**config.mk**
```make
export PLATFORM = sky130hd
export DESIGN_NAME = dma_req_seq
export DESIGN_NICKNAME = d
export VERILOG_FILES = /design/src/rtl/dma_req_pkg.sv /design/src/rtl/dma_arb_pacer.sv /design/src/rtl/dma_gate_timer.sv /design/src/rtl/dma_refex_qual.sv /design/src/rtl/dma_req_seq.sv
export SDC_FILE = /design/constraint.sdc
export NUM_CORES = 1
export LEC_CHECK = 0
export ABC_AREA = 0
export BUFFER_PORTS_ARGS = -buffer_cell sky130_fd_sc_hd__buf_4
export CORE_UTILIZATION = 56
export CTS_CLUSTER_SIZE = 30
export DETAILED_ROUTE_END_ITERATION = 10
export HOLD_SLACK_MARGIN = 0.03
export PLACE_DENSITY = 0.85
export SYNTH_ARGS = -nofsm -noshare
export SYNTH_HDL_FRONTEND = slang
export SYNTH_SLANG_ARGS = --single-unit
```
**constraint.sdc**
```tcl
create_clock -name clk -period 2.4 [get_ports clk]
set_input_delay 0.48 -clock clk [delete_from_list [all_inputs] [get_ports clk]]
set_output_delay 0.48 -clock clk [all_outputs]
set_load 0.005 [all_outputs]
```
**src/rtl/dma_req_pkg.sv**
```systemverilog
package dma_req_pkg;

  typedef enum logic [2:0] {
    SEQ_IDLE,
    SEQ_START,
    SEQ_REQ,
    SEQ_XFER,
    SEQ_PAUSE,
    SEQ_DONE
  } seq_state_t;

endpackage

```
**src/rtl/dma_arb_pacer.sv**
```systemverilog
module dma_arb_pacer (
  input  logic clk,
  input  logic rst,
  input  logic restart,
  input  logic op_tick,
  input  logic slow_arb,
  output logic arb_tick
);
  logic phase;

  always_ff @(posedge clk) begin
    if (rst || restart) phase <= 1'b0;
    else if (op_tick)   phase <= ~phase;
  end

  assign arb_tick = op_tick && !restart && (!slow_arb || phase);
endmodule

```
**src/rtl/dma_gate_timer.sv**
```systemverilog
module dma_gate_timer #(
  parameter int GATE_TICKS = 32
) (
  input  logic clk,
  input  logic rst,
  input  logic run,
  input  logic xtal_tick,
  output logic expired
);
  localparam int CNT_W = $clog2(GATE_TICKS + 1);
  logic [CNT_W-1:0] cnt;

  assign expired = (cnt == CNT_W'(GATE_TICKS));

  always_ff @(posedge clk) begin
    if (rst || !run)             cnt <= '0;
    else if (xtal_tick && !expired) cnt <= cnt + 1'b1;
  end
endmodule

```
**src/rtl/dma_refex_qual.sv**
```systemverilog
module dma_refex_qual #(
  parameter int MIN_HI = 3
) (
  input  logic clk,
  input  logic rst,
  input  logic refex_n,
  input  logic xtal_tick,
  output logic fall_ok
);
  localparam int HI_W = $clog2(MIN_HI + 1);
  logic [HI_W-1:0] hi_cnt;
  logic            ref_q;

  assign fall_ok = !refex_n && ref_q && (hi_cnt >= HI_W'(MIN_HI));

  always_ff @(posedge clk) begin
    if (rst) begin
      hi_cnt <= '0;
      ref_q  <= 1'b0;
    end else begin
      ref_q <= refex_n;
      if (!refex_n)                                     hi_cnt <= '0;
      else if (xtal_tick && hi_cnt < HI_W'(MIN_HI))     hi_cnt <= hi_cnt + 1'b1;
    end
  end
endmodule

```
**src/rtl/dma_req_seq.sv**
```systemverilog
module dma_req_seq
  import dma_req_pkg::*;
#(
  parameter int START_ARB  = 4,
  parameter int GATE_TICKS = 32,
  parameter int DLY_SHORT  = 8,
  parameter int DLY_LONG   = 16,
  parameter int REFEX_HI   = 3
) (
  input  logic clk,
  input  logic rst,
  input  logic xtal_tick,
  input  logic op_tick,
  input  logic slow_arb,
  input  logic burst_en,
  input  logic gate_long,
  input  logic ptr_lo_wr,
  input  logic dack_n,
  input  logic rd_n,
  input  logic wr_n,
  input  logic tc,
  input  logic refex_n,
  output logic dreq,
  output logic done,
  output logic proto_err
);
  localparam int ARB_W = $clog2(START_ARB);
  localparam int DLY_W = $clog2(DLY_LONG + 1);

  seq_state_t       state;
  logic [ARB_W-1:0] arb_cnt;
  logic [DLY_W-1:0] dly;
  logic [DLY_W-1:0] dly_lim;
  logic             exp_q;
  logic             arb_tick, gate_exp, ref_ok;
  logic             strb, acc;

  assign strb    = !rd_n || !wr_n;
  assign acc     = strb && !dack_n;
  assign dly_lim = gate_long ? DLY_W'(DLY_LONG) : DLY_W'(DLY_SHORT);

  dma_arb_pacer u_pacer (
    .clk      (clk),
    .rst      (rst),
    .restart  (ptr_lo_wr),
    .op_tick  (op_tick),
    .slow_arb (slow_arb),
    .arb_tick (arb_tick)
  );

  dma_gate_timer #(.GATE_TICKS(GATE_TICKS)) u_gate (
    .clk       (clk),
    .rst       (rst),
    .run       (burst_en && !dack_n),
    .xtal_tick (xtal_tick),
    .expired   (gate_exp)
  );

  dma_refex_qual #(.MIN_HI(REFEX_HI)) u_refex (
    .clk       (clk),
    .rst       (rst),
    .refex_n   (refex_n),
    .xtal_tick (xtal_tick),
    .fall_ok   (ref_ok)
  );

  always_ff @(posedge clk) begin
    if (rst) begin
      state     <= SEQ_IDLE;
      dreq      <= 1'b0;
      done      <= 1'b0;
      proto_err <= 1'b0;
      arb_cnt   <= '0;
      dly       <= '0;
      exp_q     <= 1'b0;
    end else if (ptr_lo_wr) begin
      state     <= SEQ_START;
      dreq      <= 1'b0;
      done      <= 1'b0;
      proto_err <= 1'b0;
      arb_cnt   <= '0;
      dly       <= '0;
      exp_q     <= 1'b0;
    end else begin
      if (!dack_n && !refex_n) proto_err <= 1'b1;
      case (state)
        SEQ_START: begin
          if (arb_tick) begin
            if (arb_cnt == ARB_W'(START_ARB - 1)) begin
              state <= SEQ_REQ;
              dreq  <= 1'b1;
            end else begin
              arb_cnt <= arb_cnt + 1'b1;
            end
          end
        end
        SEQ_REQ: begin
          if (acc) begin
            dreq <= 1'b0;
            if (tc) begin
              done  <= 1'b1;
              state <= SEQ_DONE;
            end else begin
              state <= SEQ_XFER;
            end
          end
        end
        SEQ_XFER: begin
          if (acc && tc) begin
            done  <= 1'b1;
            state <= SEQ_DONE;
          end else if (burst_en) begin
            if (dack_n) begin
              state <= SEQ_PAUSE;
              exp_q <= gate_exp;
              dly   <= '0;
            end
          end else if (!strb) begin
            state <= SEQ_REQ;
            dreq  <= 1'b1;
          end
        end
        SEQ_PAUSE: begin
          if (ref_ok || (exp_q && xtal_tick && dly == dly_lim - DLY_W'(1))) begin
            state <= SEQ_REQ;
            dreq  <= 1'b1;
          end else if (exp_q && xtal_tick) begin
            dly <= dly + 1'b1;
          end
        end
        default: ;
      endcase
    end
  end
endmodule

```
==> flow_summary.toml <==
[pwr]
switching_share_of_total_power_pct = 23.51
power.ir.vdd_worst_v = 0.0003550
switchingPower_mw = 0.1619
sequentialPowerShare_pct = 59.4
power.combinational.fraction_pct = 8.9
power_frac_clock_pct = 31.7
power_density_mw_per_mm2 = 490.3
power.static_leakage_nw = 0.5539
p_int_mw = 0.5269

[routing]
detail_route.wl_per_cell_um = 12.74
final_routed_wirelength_across_all_metal_layers_mm = 2.407
post-route-drc-count = 0
first_iter_violations = 31
detailroute.via_count = 1088
vias_per_cell = 5.757
first_drt_pass_iteration_count = 4
drtAntennaViolNets = 0

[clock_tree]
tritoncts_clock_tree = "done"
cts-hold-fix-buffers = 0
insertion_delay_ps = 320
postCtsSetupRepairBufs = 0
clkSlewWorstSetupHoldPaths_ps = 140
cts_resized = 0
cts.sink_count = 24
cts_buffers = 3
clk_root_buffer_cell = "clkbuf_4"
htree_levels = 1
cts_buffer_depth = 2

[hold_path]
worstHoldStart = "rst"
holdCritPathClass = "in -> reg"
timing.hold.worst_path_depth = 2
hold_path_end = "state[0]"

[setup_path]
timing.rr.start = "state[2]"
setup.worst_path.class = "reg -> reg"
worst_r2r_endpoint = "dly[3]"
cp.required_ps = 2660
timing.critical_path.to_type = "flop"
r2r.worst_path.cells = 5
crit_fanout = 7
start_kind = "flop"
ff2ff_setup_slack_ps = 480
arrival_ps = 2170

[yosys]
synth-async-reset-ratio_pct = 0
synth-edff-count = 0
yosys.area.top_type_share_pct = 38.91
synth_net_count = 164
synth_ff_type = "dfxtp_1"
yosysWarnings = 0
ys_seq_area_share_pct = 38.91
mappedNetlistArea_sq_mm = 0.001235
yosys-top-cells-count = "dfxtp_1 (24), nor2_1 (21), a21oi_1 (13)"
ys_types = 36
post-synth-top-count-cell = "dfxtp_1"
postSynthRegisterBits = 24
synthDominantAreaCellType = "dfxtp_1"
synth_area_leaders = "dfxtp_1 (39%), nor2_1 (6.4%), a21oi_1 (5.3%)"
synthesis.area_per_instance_sq_um = 8.458
synthesis.instances = 146

[place]
detailed_place_hpwl_mm = 1.832
preCtsSetupSlack_ps = 366.6
dp_cells = 185
gp_congestion = 0.8824
port-buffer-count = 15

[global_route]
grt_pass1_wl_mm = 4.091
grt_pass1_vias = 1001
grt_max_degree = 15
grt_antenna_before_repair = 0
grt_use_total_pct = 22.10
global_route_overflow = 0

[floorplanning]
ioPinCount = 16
die_area_sq_mm = 0.002397
die-width_um = 48.96
core_area_sq_mm = 0.002022
placementRows = 16
initial_core_util_pct = 61.08
die_h_um = 48.96

[timing]
final-setup-viol-count = 0
grt_setup_unrepaired = "false"
timing.final.crit_share_pct = 79.83
fin_setup_tns_ps = 0
final.setup_skew_ps = 9.742
timing.final.crit_period_ps = 1916
slew_limit_fails = 0
slew-limit-headroom_pct = 67.57
finalWorstSetupSlack_ps = 484.1
finalHoldViolations = 0
transition_time_at_the_pin_with_the_least_slew_margin_ps = 486.5
fmax_ghz = 0.5220

[layout]
finalNonFillerCells = 189
layout.core_utilization_pct = 69.49
areaGrowthSynthToFinish_pct = 13.78
share_of_cells_above_drive_strength_1_pct = 14.81
antenna_cells_inserted = 0
design.final.nets = 181

[outcome]
run_status = "completed"

[flow_run]
drv_cap = 0
[per-stage QoR]
step / instance area (sq um) / power, mW / hold WS [ps]
global route: 1405 / 0.7113 / 326.6
CTS: 1405 / 0.6907 / 324.0
finish: 1405 / 0.6889 / 321.9
floorplan: 1235 / 0.4512 / 458.4
detailed placement: 1369 / 0.4790 / 468.8
global placement: 1369 / 0.4764 / 451.4
[registers in the layout, summed over array words and instances (netlist names)]
name	flops
u_gate.cnt	6
dly	5
state	3
arb_cnt	2
u_refex.hi_cnt	2
done	1
dreq	1
exp_q	1
proto_err	1
u_pacer.phase	1
u_refex.ref_q	1
[how the worst max path moves through the flow]
stage,from,cells past startpoint,slack (ps),endpoint
CTS,state[2],5,500,dly[3]
global placement,xtal_tick,6,480,dreq
global route,state[2],5,370,dly[3]
finish,state[2],5,480,dly[3]
floorplan,xtal_tick,6,560,dreq
detailed placement,xtal_tick,6,370,dreq
[critical path: stages, from the launching register on]
cell and delay [ps]:
dfxtp_1 440, or3b_4 450, a31oi_4 230, nand2_1 110
or4_1 470, a21oi_1 150
[placed cells by master (no fill, tap or decap), types with 5 or more instances in the layout]
cell type,instances
dfxtp_1,24
nor2_1,21
buf_4,15
a21oi_1,13
o21ai_0,8
inv_1,7
nand2_1,7
nand3_1,6
nor2b_1,6
nand4_1,5
ha_1,5
[power by group through the flow]
stage	Sequential, mW	Clock [mW]	Combinational, mW
6_report	0.409	0.218	0.0612
5_1_grt	0.410	0.234	0.0674
4_1_cts	0.409	0.220	0.0612
3_5_place_dp	0.418	0	0.0609
3_3_place_gp	0.418	0	0.0587
2_1_floorplan	0.417	0	0.0343
[metal layers]
layer  vias to the layer above  global-route usage (%)  wire length [um]
li1                        551                       -                 -
met2                        22                   40.74              1268
met5                         -                       0                 0
met3                         5                   3.427                69
met1                       510                   23.82              1025
met4                         0                   12.25                44
[cell type report]
type,instances,area [sq um]
Multi-Input combinational cell,112,715.7
Fill cell,170,616.8
Sequential cell,24,480.5
Timing Repair Buffer,15,112.6
Clock buffer,4,36.28
Tap cell,27,33.78
Inverter,7,26.28
[kinds of logic after synthesis]
logic type,Yosys count,synth area share (%)
AOI/OAI and AO/OA,32,17.33
xor gates and xnor gates,8,5.673
adders and majority gates,5,5.066
buffers and inverters,10,3.141
DFF,24,38.91
muxes,4,3.242
and+or+nand+nor,63,26.65
Power figures use the tool's default switching activity.
